[config.mk]
export PLATFORM = sky130hd
export DESIGN_NAME = i2c_reg_slave
export DESIGN_NICKNAME = d
export VERILOG_FILES = /design/src/rtl/i2cs_pkg.sv /design/src/rtl/i2cs_deglitch.sv /design/src/rtl/i2cs_bus_events.sv /design/src/rtl/i2cs_engine.sv /design/src/rtl/i2c_reg_slave.sv
export SDC_FILE = /design/constraint.sdc
export NUM_CORES = 1
export LEC_CHECK = 0
export ABC_AREA = 1
export BUFFER_PORTS_ARGS = -buffer_cell sky130_fd_sc_hd__buf_2
export CAP_MARGIN = 30
export CORE_UTILIZATION = 50
export CTS_BUF_LIST = sky130_fd_sc_hd__clkbuf_4 sky130_fd_sc_hd__clkbuf_8
export DETAILED_ROUTE_END_ITERATION = 7
export PLACE_DENSITY = 0.71
export REMOVE_ABC_BUFFERS = 1
export SLEW_MARGIN = 10
export SYNTH_ARGS = -nofsm -noshare
export SYNTH_HDL_FRONTEND = slang
export SYNTH_SLANG_ARGS = --single-unit
[constraint.sdc]
create_clock -name clk -period 3.3 [get_ports clk]
set_input_delay 0.66 -clock clk [delete_from_list [all_inputs] [get_ports clk]]
set_output_delay 0.66 -clock clk [all_outputs]
set_load 0.03 [all_outputs]
[src/rtl/i2cs_pkg.sv]
`timescale 1ns/1ps
package i2cs_pkg;

    localparam int BYTE_W = 8;
    localparam int BIT_CNT_W = $clog2(BYTE_W);
    localparam logic [BYTE_W-1:0] UNMAPPED_FILL = '1;

    typedef enum logic [3:0] {
        ST_IDLE,
        ST_DEV,
        ST_DEV_ACK,
        ST_PTR,
        ST_PTR_ACK,
        ST_WDATA,
        ST_WDATA_ACK,
        ST_RDATA,
        ST_RDATA_ACK,
        ST_IGNORE
    } slv_state_t;

    typedef struct packed {
        logic start;
        logic stop;
        logic rise;
        logic fall;
    } bus_ev_t;

    function automatic logic maj3(input logic [2:0] s);
        return (s[0] & s[1]) | (s[0] & s[2]) | (s[1] & s[2]);
    endfunction

endpackage

[src/rtl/i2cs_deglitch.sv]
`timescale 1ns/1ps
module i2cs_deglitch #(
    parameter int LANES       = 2,
    parameter int SYNC_STAGES = 2
) (
    input  logic             clk,
    input  logic             rst,
    input  logic [LANES-1:0] d,
    output logic [LANES-1:0] q
);
    import i2cs_pkg::*;

    for (genvar l = 0; l < LANES; l++) begin : g_lane
        logic [SYNC_STAGES-1:0] sync_q;
        logic [2:0]             hist_q;
        logic                   vote_q;

        always_ff @(posedge clk) begin
            if (rst) begin
                sync_q <= '1;
                hist_q <= '1;
                vote_q <= 1'b1;
            end else begin
                sync_q <= {sync_q[SYNC_STAGES-2:0], d[l]};
                hist_q <= {hist_q[1:0], sync_q[SYNC_STAGES-1]};
                vote_q <= maj3(hist_q);
            end
        end

        assign q[l] = vote_q;
    end

endmodule

[src/rtl/i2cs_bus_events.sv]
`timescale 1ns/1ps
module i2cs_bus_events (
    input  logic              clk,
    input  logic              rst,
    input  logic              scl,
    input  logic              sda,
    output i2cs_pkg::bus_ev_t ev
);
    logic scl_d, sda_d;

    always_ff @(posedge clk) begin
        if (rst) begin
            scl_d <= 1'b1;
            sda_d <= 1'b1;
        end else begin
            scl_d <= scl;
            sda_d <= sda;
        end
    end

    always_comb begin
        ev.start = scl & scl_d & sda_d & ~sda;
        ev.stop  = scl & scl_d & ~sda_d & sda;
        ev.rise  = scl & ~scl_d;
        ev.fall  = ~scl & scl_d;
    end

endmodule

[src/rtl/i2cs_engine.sv]
`timescale 1ns/1ps
module i2cs_engine #(
    parameter logic [6:0] DEV_ADDR = 7'b1001000
) (
    input  logic                        clk,
    input  logic                        rst,
    input  i2cs_pkg::bus_ev_t           ev,
    input  logic                        sda,
    input  logic [i2cs_pkg::BYTE_W-1:0] rd_data,
    input  logic                        rd_hit,
    output logic                        sda_oe,
    output logic [i2cs_pkg::BYTE_W-1:0] ptr,
    output logic                        wr_en,
    output logic [i2cs_pkg::BYTE_W-1:0] wr_data,
    output i2cs_pkg::slv_state_t        state
);
    import i2cs_pkg::*;

    logic [BIT_CNT_W-1:0] cnt;
    logic [BYTE_W-1:0]    sh;
    logic                 got_byte;
    logic                 rw_read;
    logic                 rx_state;
    logic [BYTE_W-1:0]    rd_byte;

    assign rx_state = (state == ST_DEV) || (state == ST_PTR) || (state == ST_WDATA);
    assign rd_byte  = rd_hit ? rd_data : UNMAPPED_FILL;

    always_ff @(posedge clk) begin
        if (rst) begin
            state    <= ST_IDLE;
            cnt      <= '0;
            sh       <= '0;
            got_byte <= 1'b0;
            rw_read  <= 1'b0;
            ptr      <= '0;
            sda_oe   <= 1'b0;
            wr_en    <= 1'b0;
            wr_data  <= '0;
        end else begin
            wr_en <= 1'b0;
            if (ev.start) begin
                state    <= ST_DEV;
                cnt      <= '0;
                got_byte <= 1'b0;
                sda_oe   <= 1'b0;
            end else if (ev.stop) begin
                state    <= ST_IDLE;
                got_byte <= 1'b0;
                sda_oe   <= 1'b0;
            end else begin
                if (ev.rise && rx_state) begin
                    sh  <= {sh[BYTE_W-2:0], sda};
                    cnt <= cnt + 1'b1;
                    if (cnt == BIT_CNT_W'(BYTE_W-1)) got_byte <= 1'b1;
                end
                if (ev.fall) begin
                    case (state)
                        ST_DEV: if (got_byte) begin
                            got_byte <= 1'b0;
                            if (sh[BYTE_W-1:1] == DEV_ADDR) begin
                                state   <= ST_DEV_ACK;
                                sda_oe  <= 1'b1;
                                rw_read <= sh[0];
                            end else begin
                                state <= ST_IGNORE;
                            end
                        end
                        ST_PTR: if (got_byte) begin
                            got_byte <= 1'b0;
                            ptr      <= sh;
                            state    <= ST_PTR_ACK;
                            sda_oe   <= 1'b1;
                        end
                        ST_WDATA: if (got_byte) begin
                            got_byte <= 1'b0;
                            wr_en    <= 1'b1;
                            wr_data  <= sh;
                            state    <= ST_WDATA_ACK;
                            sda_oe   <= 1'b1;
                        end
                        ST_DEV_ACK: begin
                            cnt <= '0;
                            if (rw_read) begin
                                state  <= ST_RDATA;
                                sh     <= rd_byte;
                                sda_oe <= ~rd_byte[BYTE_W-1];
                            end else begin
                                state  <= ST_PTR;
                                sda_oe <= 1'b0;
                            end
                        end
                        ST_PTR_ACK: begin
                            state  <= ST_WDATA;
                            cnt    <= '0;
                            sda_oe <= 1'b0;
                        end
                        ST_WDATA_ACK: begin
                            state  <= ST_IGNORE;
                            sda_oe <= 1'b0;
                        end
                        ST_RDATA: begin
                            if (cnt == BIT_CNT_W'(BYTE_W-1)) begin
                                state  <= ST_RDATA_ACK;
                                sda_oe <= 1'b0;
                            end else begin
                                cnt    <= cnt + 1'b1;
                                sh     <= {sh[BYTE_W-2:0], 1'b0};
                                sda_oe <= ~sh[BYTE_W-2];
                            end
                        end
                        ST_RDATA_ACK: state <= ST_IDLE;
                        default: ;
                    endcase
                end
            end
        end
    end

endmodule

[src/rtl/i2c_reg_slave.sv]
`timescale 1ns/1ps
module i2c_reg_slave #(
    parameter logic [6:0] DEV_ADDR    = 7'b1001000,
    parameter int         SYNC_STAGES = 2
) (
    input  logic       clk,
    input  logic       rst,
    input  logic       scl_i,
    input  logic       sda_i,
    output logic       sda_oe,
    output logic [7:0] reg_addr,
    output logic       reg_wr_en,
    output logic [7:0] reg_wr_data,
    input  logic [7:0] reg_rd_data,
    input  logic       reg_rd_hit
);
    import i2cs_pkg::*;

    logic [1:0] lines_f;
    logic       scl_f, sda_f;
    bus_ev_t    ev;
    slv_state_t eng_state;

    i2cs_deglitch #(.LANES(2), .SYNC_STAGES(SYNC_STAGES)) u_filt (
        .clk (clk),
        .rst (rst),
        .d   ({scl_i, sda_i}),
        .q   (lines_f)
    );

    assign scl_f = lines_f[1];
    assign sda_f = lines_f[0];

    i2cs_bus_events u_events (
        .clk (clk),
        .rst (rst),
        .scl (scl_f),
        .sda (sda_f),
        .ev  (ev)
    );

    i2cs_engine #(.DEV_ADDR(DEV_ADDR)) u_engine (
        .clk     (clk),
        .rst     (rst),
        .ev      (ev),
        .sda     (sda_f),
        .rd_data (reg_rd_data),
        .rd_hit  (reg_rd_hit),
        .sda_oe  (sda_oe),
        .ptr     (reg_addr),
        .wr_en   (reg_wr_en),
        .wr_data (reg_wr_data),
        .state   (eng_state)
    );

endmodule

==> flow_summary.toml <==
[route]
ant_nets = 0
wl_um = 5440
routedWlPerCell_um = 12.5
initialDrtViolationCount = 145
num_vias = 2296
drt-vias-per-instance = 5.29
drcViolationCount = 1
first_pass_iters = 7

[critical_path]
reg2regPathDepth = 8
regToRegSetupSlack_ns = 1.17
r2r_start = "u_engine.state[3]"
critPathLaunchType = "flop"
cp.required_ns = 3.48
critPathMaxFanout = 11
critPathKind = "reg2reg"
r2r-end = "u_engine.sh[0]"
crit_arrival_ns = 2.32
cp-end-kind = "flop"

[floorplanning]
die_h_um = 71.4
pin_count = 31
initial_utilization_pct = 53.5
coreArea_um2 = 4500
fp.dieW_um = 71.4
rows = 24
die_area_um2 = 5100

[timing]
post-route-min-period_ns = 2.13
slew_headroom_pct = 42.6
rsz0062_at_grt = "false"
skew_ns = 0.00993
timing.setup.tns_ns = 0
max_freq_ghz = 0.468
drv_slew = 0
max_slew.worst_pin.slew_ns = 0.858
hold_violations = 0
period_share_pct = 64.7
setup_viol = 0

[placement]
dpl.hpwl_um = 3880
portBuffers = 30
place.gp.congestion = 0.891

[synthesis]
synthXorXnorAreaFrac_pct = 0
synth_compound_area_share_pct = 18.2
postSynthAreaPerCell_um2 = 6.82
synthCells = 353
yosys.area_share.simple_pct = 31.2
synth_top_family_by_area = "simple AND/OR/NAND/NOR gates"
synthTopCellsByArea = "dfxtp_1 41%, nand2_1 12%, o21ai_0 8.3%"
synth_warnings = 0
yosysSeqAreaShare_pct = 40.7
ys_ff_latch = 49
ys_types = 28
synth_fa_ha_area_share_pct = 1.04
synth.area.mux_share_pct = 0
synth_area_um2 = 2410
post-synth-top-area-cell = "dfxtp_1"
yosysTopAreaCellShare_pct = 40.7

[clocking]
hold_buffers = 0
numCtsBuffers = 5
cts_tree = "done"
path_clk_slew_ns = 0.09
cts_setup_buffers = 0
h-tree-depth = 2
insertion_delay_ns = 0.30
ctsResizeCount = 0
cts-root-buf = "clkbuf_8"
cts.sinks = 49
clockBufferDepth = 2

[worst_hold_path]
hp-class = "reg2reg"
holdPathEnd = "u_filt.g_lane[1].hist_q[0]"
min_path_cells = 1
worstHoldStart = "u_filt.g_lane[1].sync_q[1]"

[grt]
grt_antenna_before_repair = 0
grt_pass1_vias = 2043
grt.overflow.total = 0
grt_pass1_wl_um = 9650
grt_max_degree = 28
grt_use_total_pct = 23.7

[pwr]
power_leakage_nw = 1.32
ir_drop_v = 0.000355
power.density_nw_per_um2 = 391
power_mw = 1.05

[run_status]
outcome = "complete, but fails checks"
violations = "DRC"

[cells_and_area]
antenna_cells = 0
layout-drive-gt1-share_pct = 16.0
finalNetCount = 397
utilization_pct = 59.7
syn_to_final_growth_pct = 11.7

[flow_run]
maxCapViolations = 0
[layout make-up]
cell class / instances / area (µm²)
Inverter: 46 / 173
Sequential cell: 49 / 981
Tap cell: 52 / 65.1
Multi-Input combinational cell: 250 / 1210
Clock buffer: 5 / 68.8
Timing Repair Buffer: 30 / 150
Clock inverter: 2 / 38.8
Fill cell: 449 / 1810
[metal layers]
| layer | track usage (%) | part of all wire (%) |
|---|---|---|
| met5 | 0 | 0 |
| met4 | 5.33 | 0.70 |
| met3 | 4.08 | 6.3 |
| met2 | 35.6 | 43 |
| met1 | 35.6 | 50 |
[cell families (layout without fill, tap and decap cells)]
logic type	after synthesis	in the layout
compound gates	83	83
fa+ha+maj	2	2
buf+inv	54	83
flops	49	49
simple gates	165	165
[stage by stage]
| stage | area (µm²) | setup WS [ns] | cells | hold slack (ns) |
|---|---|---|---|---|
| final | 2690 | 1.17 | 434 | 0.413 |
| after global routing | 2690 | 0.984 | 434 | 0.432 |
| after CTS | 2690 | 1.22 | 434 | 0.414 |
| after detailed placement | 2580 | 1.24 | 427 | 0.393 |
| after global placement | 2580 | 1.33 | 427 | 0.390 |
| after floorplan | 2370 | 1.64 | 345 | 0.389 |
[worst max path at each step]
stage / from / endpoint / slack (ns) / cells after the start
3_3_place_gp: u_engine.state[3] / u_engine.sh[0] / 1.33 / 8
2_1_floorplan: u_engine.state[3] / u_engine.sh[7] / 1.64 / 8
4_1_cts: u_engine.state[3] / u_engine.sh[0] / 1.22 / 8
5_1_grt: u_engine.state[3] / u_engine.sh[1] / 0.98 / 8
3_5_place_dp: u_engine.state[3] / u_engine.sh[0] / 1.24 / 8
6_report: u_engine.state[3] / u_engine.sh[0] / 1.17 / 8
[critical path, stage by stage, from the launching register on]
cell      delay [ns]
dfxtp_1         0.38
nor2_2          0.26
nand3_1         0.37
inv_1           0.18
nor2_1          0.08
nor2_1          0.40
nand3b_1        0.17
nand3_1         0.12
a21oi_1         0.07
[synthesized netlist by cell type]
cell,n
a211oi_1,2
a21oi_1,34
a21oi_2,2
buf_2,3
buf_6,1
clkbuf_1,4
clkinv_1,1
dfxtp_1,49
ha_1,2
inv_1,44
inv_2,1
nand2_1,75
nand2_2,4
nand2_4,3
nand3_1,24
nand3_2,1
nand3_4,1
nand3b_1,1
nand4_1,1
nor2_1,38
nor2_2,1
nor2_4,1
nor3_1,4
nor4_1,1
o211ai_1,4
o21ai_0,40
o21ai_1,1
or2_2,10
[cell usage in the layout, fill, tap and decap left out, drive strengths merged]
cell / Yosys / routed
dfxtp: 49 / 49
nor2: 40 / 40
nor4: 1 / 1
nor3: 4 / 4
a211oi: 2 / 2
o21ai: 41 / 41
nand3: 26 / 26
nand4: 1 / 1
inv: 45 / 46
nand2: 82 / 82
ha: 2 / 2
buf: 4 / 30
nand3b: 1 / 1
clkinv: 1 / 1
clkbuf: 4 / 5
bufinv: 0 / 1
or2: 10 / 10
o211ai: 4 / 4
a21oi: 36 / 36
[where the power goes]
group	switching (mW)	total [mW]	internal [mW]
logic	0.0145	0.0247	0.0102
registers	0.00126	0.596	0.595
clock network	0.205	0.430	0.225
total	0.221	1.05	0.830
[flip-flops by register name, indices dropped and copies added (netlist names), 2 cells and up]
register              count
u_engine.ptr              8
u_filt.g_lane.vote_q      2
u_filt.g_lane.sync_q      4
u_filt.g_lane.hist_q      6
u_engine.cnt              3
u_engine.wr_data          8
u_engine.sh               8
u_engine.state            4
Note: power is estimated with default switching activity, not from simulation.
